--- config.mk ---
export PLATFORM = sky130hd
export DESIGN_NAME = rx_tlp_router
export DESIGN_NICKNAME = d
export VERILOG_FILES = /design/src/rtl/rx_route_pkg.sv /design/src/rtl/tlp_hdr_decode.sv /design/src/rtl/bar_hit_unit.sv /design/src/rtl/route_resolve.sv /design/src/rtl/rx_tlp_router.sv
export SDC_FILE = /design/constraint.sdc
export NUM_CORES = 1
export LEC_CHECK = 0
export ABC_AREA = 1
export BUFFER_PORTS_ARGS = -buffer_cell sky130_fd_sc_hd__clkbuf_2
export CAP_MARGIN = 25
export CORE_AREA = 2 2 216 218
export DETAILED_ROUTE_END_ITERATION = 8
export DIE_AREA = 0 0 218 220
export HOLD_SLACK_MARGIN = 0.02
export PLACE_DENSITY = 0.5
export SLEW_MARGIN = 5
export SYNTH_ARGS = -nofsm -noshare
export SYNTH_HDL_FRONTEND = slang
export SYNTH_SLANG_ARGS = --single-unit
--- constraint.sdc ---
create_clock -name clk -period 2.08 [get_ports clk]
set_input_delay 0.312 -clock clk [delete_from_list [all_inputs] [get_ports clk]]
set_output_delay 0.312 -clock clk [all_outputs]
set_load 0.02 [all_outputs]
--- src/rtl/rx_route_pkg.sv ---
// Shared types and constants for the receive TLP routing classifier.
// Assumes PCI Express header field positions: format in dword 0 bits 30:29,
// type in bits 28:24, message code in dword 1 bits 7:0.
package rx_route_pkg;

    localparam int DW_W    = 32;
    localparam int ROUTE_W = 4;

    // Route bit positions inside route_onehot
    localparam int RT_APP  = 0;
    localparam int RT_CFG  = 1;
    localparam int RT_MSG  = 2;
    localparam int RT_DISC = 3;

    // Type field encodings
    localparam logic [4:0] TY_MEM  = 5'b00000;
    localparam logic [4:0] TY_IO   = 5'b00010;
    localparam logic [4:0] TY_CFG0 = 5'b00100;
    localparam logic [4:0] TY_CFG1 = 5'b00101;

    // Message codes of interest
    localparam logic [7:0] MC_VEND0     = 8'h7E;
    localparam logic [7:0] MC_VEND1     = 8'h7F;
    localparam logic [7:0] MC_ASPM_NAK  = 8'h14;
    localparam logic [7:0] MC_PME       = 8'h18;
    localparam logic [7:0] MC_PME_OFF   = 8'h19;
    localparam logic [7:0] MC_PME_ACK   = 8'h1B;
    localparam logic [7:0] MC_SLOT_PWR  = 8'h50;

    typedef enum logic [2:0] {
        K_MEM,
        K_IO,
        K_CFG0,
        K_CFG1,
        K_MSG,
        K_OTHER
    } tlp_kind_e;

    typedef struct packed {
        logic [ROUTE_W-1:0] route;
        logic               malformed;
        logic               unsup;
        logic               cpl_needed;
        logic               err_req;
    } verdict_t;

    // True for message codes the core absorbs itself
    function automatic logic is_internal_msg(input logic [7:0] code);
        return (code == MC_ASPM_NAK) || (code == MC_PME) ||
               (code == MC_PME_OFF)  || (code == MC_PME_ACK) ||
               (code == MC_SLOT_PWR);
    endfunction

    // True for vendor-defined message codes
    function automatic logic is_vendor_msg(input logic [7:0] code);
        return (code == MC_VEND0) || (code == MC_VEND1);
    endfunction

endpackage

--- src/rtl/tlp_hdr_decode.sv ---
// Header field decoder.
// Splits the first header dwords into a TLP kind, format flags, the request
// address and the message code. Purely combinational. Assumes the caller
// only looks at the outputs while the header is valid.
module tlp_hdr_decode
    import rx_route_pkg::*;
(
    input  logic [DW_W-1:0]   dw0,
    input  logic [DW_W-1:0]   dw1,
    input  logic [DW_W-1:0]   dw2,
    input  logic [DW_W-1:0]   dw3,
    output tlp_kind_e         kind,
    output logic              is_4dw,
    output logic              has_data,
    output logic [2*DW_W-1:0] addr,
    output logic [7:0]        msg_code
);

    logic [4:0] typ;

    // Field extraction
    always_comb begin
        is_4dw   = dw0[29];
        has_data = dw0[30];
        typ      = dw0[28:24];
        msg_code = dw1[7:0];
    end

    // Kind classification from the type field
    always_comb begin
        if (typ == TY_MEM)             kind = K_MEM;
        else if (typ == TY_IO)         kind = K_IO;
        else if (typ == TY_CFG0)       kind = K_CFG0;
        else if (typ == TY_CFG1)       kind = K_CFG1;
        else if (typ[4:3] == 2'b10)    kind = K_MSG;
        else                           kind = K_OTHER;
    end

    // Address assembly: 4-DW puts the upper half in dword 2
    always_comb begin
        addr = is_4dw ? {dw2, dw3} : {{DW_W{1'b0}}, dw2};
    end

    logic unused_hdr_bits;
    assign unused_hdr_bits = ^{dw0[31], dw0[23:0], dw1[31:8]};

endmodule

--- src/rtl/bar_hit_unit.sv ---
// Address window matcher.
// Compares a 64-bit request address against NUM_BAR base/mask windows.
// An even window with its 64-bit flag set forms one region with the next
// window as its upper half. A 32-bit window only hits addresses below 4 GB.
// The output is one-hot on the lowest matching window.
module bar_hit_unit
    import rx_route_pkg::*;
#(
    parameter int NUM_BAR = 6
) (
    input  logic [2*DW_W-1:0]             addr,
    input  logic                          want_io,
    input  logic [NUM_BAR-1:0]            bar_en,
    input  logic [NUM_BAR-1:0]            bar_is_io,
    input  logic [NUM_BAR-1:0]            bar_is64,
    input  logic [NUM_BAR-1:0][DW_W-1:0]  bar_base,
    input  logic [NUM_BAR-1:0][DW_W-1:0]  bar_mask,
    output logic [NUM_BAR-1:0]            hit,
    output logic                          any_hit
);

    logic [NUM_BAR-1:0] raw;

    for (genvar i = 0; i < NUM_BAR; i++) begin : g_bar
        logic lo_ok;
        logic hi_ok;
        logic upper_half;

        // Low dword compare for this window
        assign lo_ok = (addr[DW_W-1:0] & bar_mask[i]) == bar_base[i];

        if ((i % 2 == 0) && (i + 1 < NUM_BAR)) begin : g_pairable
            // Upper dword compare: paired window or must be zero
            assign hi_ok = bar_is64[i]
                ? ((addr[2*DW_W-1:DW_W] & bar_mask[i+1]) == bar_base[i+1])
                : (addr[2*DW_W-1:DW_W] == '0);
        end else begin : g_single
            assign hi_ok = (addr[2*DW_W-1:DW_W] == '0);
        end

        if (i % 2 == 1) begin : g_upper
            // Suppressed when consumed as the upper half of a pair
            assign upper_half = bar_is64[i-1];
        end else begin : g_lower
            assign upper_half = 1'b0;
        end

        assign raw[i] = bar_en[i] & ~upper_half &
                        (bar_is_io[i] == want_io) & lo_ok & hi_ok;
    end

    // Lowest-index priority pick
    always_comb begin
        hit     = raw & (~raw + NUM_BAR'(1));
        any_hit = |raw;
    end

    logic unused_is64;
    assign unused_is64 = ^bar_is64;

endmodule

--- src/rtl/route_resolve.sv ---
// Routing decision logic.
// Combines the decoded kind, format, address and window hit into a single
// verdict: route, malformed, unsupported, completion-needed and error
// request. Combinational; the caller registers the result.
module route_resolve
    import rx_route_pkg::*;
#(
    parameter int NUM_BAR = 6
) (
    input  tlp_kind_e            kind,
    input  logic                 is_4dw,
    input  logic                 has_data,
    input  logic                 addr_hi_zero,
    input  logic [7:0]           msg_code,
    input  logic [NUM_BAR-1:0]   hit,
    input  logic                 any_hit,
    input  logic                 aer_en,
    output verdict_t             verdict,
    output logic [NUM_BAR-1:0]   hit_out
);

    localparam logic [ROUTE_W-1:0] ONE = ROUTE_W'(1);

    // Destination selection per kind
    always_comb begin
        verdict = '0;
        hit_out = '0;
        unique case (kind)
            K_MEM: begin
                if (is_4dw && addr_hi_zero) begin
                    verdict.route     = ONE << RT_DISC;
                    verdict.malformed = 1'b1;
                end else if (any_hit) begin
                    verdict.route = ONE << RT_APP;
                    hit_out       = hit;
                end else begin
                    verdict.route      = ONE << RT_DISC;
                    verdict.unsup      = 1'b1;
                    verdict.cpl_needed = ~has_data;
                end
            end
            K_IO: begin
                if (any_hit) begin
                    verdict.route = ONE << RT_APP;
                    hit_out       = hit;
                end else begin
                    verdict.route      = ONE << RT_DISC;
                    verdict.unsup      = 1'b1;
                    verdict.cpl_needed = 1'b1;
                end
            end
            K_CFG0: begin
                verdict.route = ONE << RT_CFG;
            end
            K_CFG1: begin
                verdict.route      = ONE << RT_DISC;
                verdict.unsup      = 1'b1;
                verdict.cpl_needed = 1'b1;
            end
            K_MSG: begin
                if (is_vendor_msg(msg_code)) begin
                    verdict.route = ONE << RT_APP;
                end else if (is_internal_msg(msg_code)) begin
                    verdict.route = ONE << RT_MSG;
                end else begin
                    verdict.route = ONE << RT_DISC;
                    verdict.unsup = 1'b1;
                end
            end
            default: begin
                verdict.route = ONE << RT_DISC;
                verdict.unsup = 1'b1;
            end
        endcase
        verdict.err_req = verdict.malformed & aer_en;
    end

endmodule

--- src/rtl/rx_tlp_router.sv ---
// Receive TLP routing classifier, endpoint mode.
// Takes one header per hdr_valid cycle and presents a registered routing
// verdict exactly one cycle later for one cycle. Assumes the window
// registers are stable while headers are presented.
module rx_tlp_router
    import rx_route_pkg::*;
#(
    parameter int NUM_BAR = 6
) (
    input  logic                          clk,
    input  logic                          rst_n,
    input  logic                          hdr_valid,
    input  logic [31:0]                   hdr_dw0,
    input  logic [31:0]                   hdr_dw1,
    input  logic [31:0]                   hdr_dw2,
    input  logic [31:0]                   hdr_dw3,
    input  logic [NUM_BAR-1:0]            bar_en,
    input  logic [NUM_BAR-1:0]            bar_is_io,
    input  logic [NUM_BAR-1:0]            bar_is64,
    input  logic [NUM_BAR-1:0][31:0]      bar_base,
    input  logic [NUM_BAR-1:0][31:0]      bar_mask,
    input  logic                          aer_enable,
    output logic                          route_valid,
    output logic [3:0]                    route_onehot,
    output logic [NUM_BAR-1:0]            bar_hit,
    output logic                          malformed,
    output logic                          unsup_req,
    output logic                          cpl_needed,
    output logic                          drop,
    output logic                          err_msg_req
);

    tlp_kind_e            kind;
    logic                 is_4dw;
    logic                 has_data;
    logic [2*DW_W-1:0]    addr;
    logic [7:0]           msg_code;
    logic [NUM_BAR-1:0]   hit;
    logic                 any_hit;
    logic [NUM_BAR-1:0]   hit_sel;
    verdict_t             verdict_d;
    verdict_t             verdict_q;
    logic [NUM_BAR-1:0]   hit_q;
    logic                 valid_q;

    tlp_hdr_decode u_decode (
        .dw0      (hdr_dw0),
        .dw1      (hdr_dw1),
        .dw2      (hdr_dw2),
        .dw3      (hdr_dw3),
        .kind     (kind),
        .is_4dw   (is_4dw),
        .has_data (has_data),
        .addr     (addr),
        .msg_code (msg_code)
    );

    bar_hit_unit #(.NUM_BAR(NUM_BAR)) u_bars (
        .addr      (addr),
        .want_io   (kind == K_IO),
        .bar_en    (bar_en),
        .bar_is_io (bar_is_io),
        .bar_is64  (bar_is64),
        .bar_base  (bar_base),
        .bar_mask  (bar_mask),
        .hit       (hit),
        .any_hit   (any_hit)
    );

    route_resolve #(.NUM_BAR(NUM_BAR)) u_resolve (
        .kind         (kind),
        .is_4dw       (is_4dw),
        .has_data     (has_data),
        .addr_hi_zero (addr[2*DW_W-1:DW_W] == '0),
        .msg_code     (msg_code),
        .hit          (hit),
        .any_hit      (any_hit),
        .aer_en       (aer_enable),
        .verdict      (verdict_d),
        .hit_out      (hit_sel)
    );

    // Output register: one-cycle decision latency, zero when idle
    always_ff @(posedge clk) begin
        if (!rst_n) begin
            valid_q   <= 1'b0;
            verdict_q <= '0;
            hit_q     <= '0;
        end else begin
            valid_q   <= hdr_valid;
            verdict_q <= hdr_valid ? verdict_d : '0;
            hit_q     <= hdr_valid ? hit_sel   : '0;
        end
    end

    // Port mapping of the registered verdict
    always_comb begin
        route_valid  = valid_q;
        route_onehot = verdict_q.route;
        bar_hit      = hit_q;
        malformed    = verdict_q.malformed;
        unsup_req    = verdict_q.unsup;
        cpl_needed   = verdict_q.cpl_needed;
        drop         = verdict_q.route[RT_DISC];
        err_msg_req  = verdict_q.err_req;
    end


    route_single_chk: assert property (@(posedge clk) disable iff (!rst_n)
        route_valid |-> $countones(route_onehot) == 1);


    route_latency_chk: assert property (@(posedge clk) disable iff (!rst_n)
        hdr_valid |=> route_valid);


    route_idle_chk: assert property (@(posedge clk) disable iff (!rst_n)
        !hdr_valid |=> (!route_valid && route_onehot == '0 && !err_msg_req));


    malformed_discard_chk: assert property (@(posedge clk) disable iff (!rst_n)
        malformed |-> (drop && !unsup_req && !cpl_needed && bar_hit == '0));


    unsup_drop_chk: assert property (@(posedge clk) disable iff (!rst_n)
        unsup_req |-> (drop && !malformed && bar_hit == '0));


    cpl_unsup_chk: assert property (@(posedge clk) disable iff (!rst_n)
        cpl_needed |-> unsup_req);


    err_req_chk: assert property (@(posedge clk) disable iff (!rst_n)
        err_msg_req |-> (malformed && $past(aer_enable)));


    hit_app_chk: assert property (@(posedge clk) disable iff (!rst_n)
        (bar_hit != '0) |-> (route_onehot[RT_APP] && $onehot(bar_hit)));

endmodule

==> flow_summary.rst <==
.. list-table::
   :header-rows: 1

   * - Metric
     - Value
   * - Final setup slack of the worst path
     - 0.03392 ns
   * - Area growth from synthesis to layout
     - 73.49%
   * - Vias in the first global route
     - 12,240
   * - Run status
     - complete, no violations
   * - Netlist Area Pre-Place
     - 0.007726 mm^2
   * - Critical path launch point type
     - primary input
   * - Placeable core region
     - 0.04586 mm^2
   * - Die extent in y
     - 220 um
   * - WL per Instance
     - 21.70 um
   * - Initial detailed-routing violation count
     - 978
   * - Largest fanout on the critical path
     - 8
   * - Wire length after detailed routing
     - 64,550 um
   * - Mean number of vias per cell
     - 4.411
   * - Number of buffers inserted by hold repair at cts
     - 0
   * - Total number of placement rows
     - 79
   * - Area of the die
     - 0.04796 mm^2
   * - First-pass GRT wire length
     - 85,120 um
   * - Clock tree from TritonCTS
     - yes
   * - Worst hold path class
     - in -> reg
   * - Total grt overflow
     - 0
   * - Final count of hold timing violations
     - 0
   * - Count of max-cap constraint violations
     - 0
   * - IR Drop Worst-Case VDD
     - 0.2612 mV
   * - Final net count
     - 2,880
   * - Synthesized netlist cell count
     - 1,689
   * - Worst hold slack after final layout
     - 0.3293 ns
   * - P_leak
     - 7.752 nW
   * - Final weighted congestion in routability-driven placement
     - 0.9908
   * - Critical path endpoint category
     - flip-flop
   * - DR pass1 iterations
     - 5
   * - Number of distinct library cell variants in the gate-level netlist after synthesis
     - 35
   * - Fraction of layout cells with a size suffix above 1
     - 36.59%
   * - Boundary pin count
     - 550
   * - Number of inserted filler cells in the final layout
     - 5,415
   * - Clock Path Buffers
     - 2
   * - CP Data Required Time
     - 2.22 ns
   * - Kind of critical path
     - in -> reg
   * - HPWL after detailed placement
     - 57,410 um
   * - Arrival time worst endpoint
     - 2.19 ns
   * - PortBufs
     - 497
   * - Setup repair after global routing missed its margin
     - yes
   * - Total Neg Setup Slack
     - 0 ns
   * - Total nets after synthesis
     - 2,223
   * - Fin crit share
     - 98.37%
   * - Final setup violation count
     - 0
   * - Total vias in the final route
     - 13,120
   * - Pin count of the biggest net entering global routing
     - 24
   * - Drt drc
     - 0
   * - Sequential cell area fraction in the yosys report
     - 3.887%
   * - Clock tree root driver cell
     - sky130_fd_sc_hd__clkbuf_16
   * - Clock sink total
     - 15
   * - Register bit total from synthesis
     - 15
   * - Total design power
     - 3.464 mW
   * - X dimension of the die
     - 218 um
   * - Least-Margin Pin Slew
     - 0.4729 ns
   * - Overall global routing resource usage
     - 25.12%
   * - Maximum level of the CTS H-tree
     - 1
   * - Clock transition at the register clock pins on the worst setup and hold paths after CTS
     - 0.05 ns
   * - Power Dens Cells
     - 258.4 mW/mm^2
   * - Num CTS Buffers
     - 3
   * - Effective utilization at floorplan
     - 16.85%
   * - Initial antenna violation count
     - 45
   * - Setup slack after placement
     - -0.7043 ns
   * - Final critical delay including setup and external delays
     - 2.046 ns
   * - End-of-flow core utilization
     - 29.23%
   * - Antenna Violating Nets Remaining
     - 0
   * - Synthesized area per cell
     - 4.574 um^2
   * - Total number of yosys warnings
     - 0
   * - Fmax
     - 488.7 MHz
   * - Pins Over Slew Limit
     - 0
   * - Headroom to the max-slew limit
     - 68.23%
==> placed cells by master, fill, tap and decap left out, types with 19 or more instances in the layout <==
cell type                  instances
sky130_fd_sc_hd__nor2_2           31
sky130_fd_sc_hd__clkbuf_2        496
sky130_fd_sc_hd__nand3_1         174
sky130_fd_sc_hd__nand2_4          24
sky130_fd_sc_hd__inv_2            19
sky130_fd_sc_hd__nand3b_1         52
sky130_fd_sc_hd__buf_4           122
sky130_fd_sc_hd__inv_1           167
sky130_fd_sc_hd__xor2_1           49
sky130_fd_sc_hd__nor2_1          136
sky130_fd_sc_hd__nand2_2          56
sky130_fd_sc_hd__diode_2          23
sky130_fd_sc_hd__o21ai_0          34
sky130_fd_sc_hd__nand4_1          34
sky130_fd_sc_hd__buf_12           22
sky130_fd_sc_hd__nand2_1         795
==> layer usage <==
layer | routed length [um] | track usage, %
met1 | 25550 | 28.83
met3 | 6102 | 8.364
met5 | 293 | 0
met4 | 1838 | 6.803
met2 | 30760 | 44.33
==> sequential cells by signal (all words and copies together), names as in the netlist <==
register / count
err_msg_req: 1
bar_hit: 6
cpl_needed: 1
unsup_req: 1
route_onehot: 4
route_valid: 1
malformed: 1
==> layout make-up <==
cell class | count | area [um^2] | share of cell area [%]
clock inverter | 1 | 5.005 | 0.03734
tap | 607 | 759.5 | 5.666
timing repair inverter | 2 | 25.02 | 0.1867
antenna | 23 | 57.56 | 0.4294
inverter | 187 | 718.2 | 5.358
clock buffer | 3 | 75.07 | 0.5601
timing repair buffer | 671 | 4328 | 32.29
sequential | 15 | 300.3 | 2.240
multi-input combinational | 1466 | 7136 | 53.23
==> report_power, final <==
part           internal (mW)  switching [mW]
clock                  0.257           0.121
sequential             0.292         0.00163
combinational           1.18            1.61
==> through the flow <==
step / cells / instance area, um^2
3_3_place_gp: 2909 / 12030
2_1_floorplan: 1689 / 7726
4_1_cts: 2931 / 12580
3_5_place_dp: 2909 / 12030
6_report: 2975 / 13400
5_1_grt: 2968 / 13390
==> critical path, cell delays in order <==
cell                      delay [ns]
sky130_fd_sc_hd__buf_16         0.14
sky130_fd_sc_hd__buf_8          0.14
sky130_fd_sc_hd__nand2_2        0.07
sky130_fd_sc_hd__nand2_4        0.09
sky130_fd_sc_hd__buf_4          0.15
sky130_fd_sc_hd__nand3_1        0.18
sky130_fd_sc_hd__nand2_1        0.08
sky130_fd_sc_hd__nor2_1         0.15
sky130_fd_sc_hd__nand2_1        0.08
sky130_fd_sc_hd__nor2_2         0.15
sky130_fd_sc_hd__nand3_2        0.13
sky130_fd_sc_hd__nor2_4         0.17
sky130_fd_sc_hd__a21oi_4        0.07
sky130_fd_sc_hd__nand2_2        0.11
sky130_fd_sc_hd__nor2_1         0.05
sky130_fd_sc_hd__nand2_1        0.07
sky130_fd_sc_hd__nor2_1         0.04
==> repair_timing <==
action                     CTS  global route
cloned                       3             6
gates resized for setup     81           155
pin swaps                   17            73
setup endpoints to repair   11            10
setup buffers               15            16
==> logic make-up after synthesis <==
kind of cell	Yosys count	share of synthesized area, %
AOI/OAI and AO/OA	63	4.875
xor gates and xnor gates	56	6.348
buffers and inverters	209	11.42
DFF	15	3.887
and+or+nand+nor	1346	73.47
==> cell usage after synthesis, drive strengths merged <==
master | instances | area, um^2
nor2 | 176 | 665.6
o2111ai | 1 | 8.760
nor3 | 7 | 35.03
buf | 21 | 173.9
nand3 | 187 | 935.9
inv | 187 | 704.4
nand3b | 52 | 390.4
dfxtp | 15 | 300.3
nor4 | 2 | 12.51
xor2 | 52 | 455.4
clkbuf | 1 | 3.750
o21ai | 47 | 269.0
and3 | 1 | 6.260
o211ai | 4 | 30.03
nand4 | 34 | 212.7
a21oi | 8 | 47.55
nand2 | 877 | 3354
or2 | 9 | 56.31
o22ai | 2 | 12.51
nor3b | 1 | 7.510
o2bb2ai | 1 | 8.760
xnor2 | 4 | 35.03
==> path summary, 6_finish.rpt <==
check,startpoint,end,slack (ns),cells past startpoint
max,hdr_dw0[29],bar_hit[4],0.03,17
min,aer_enable,err_msg_req,0.33,2
(Power assumes the default switching activity.)
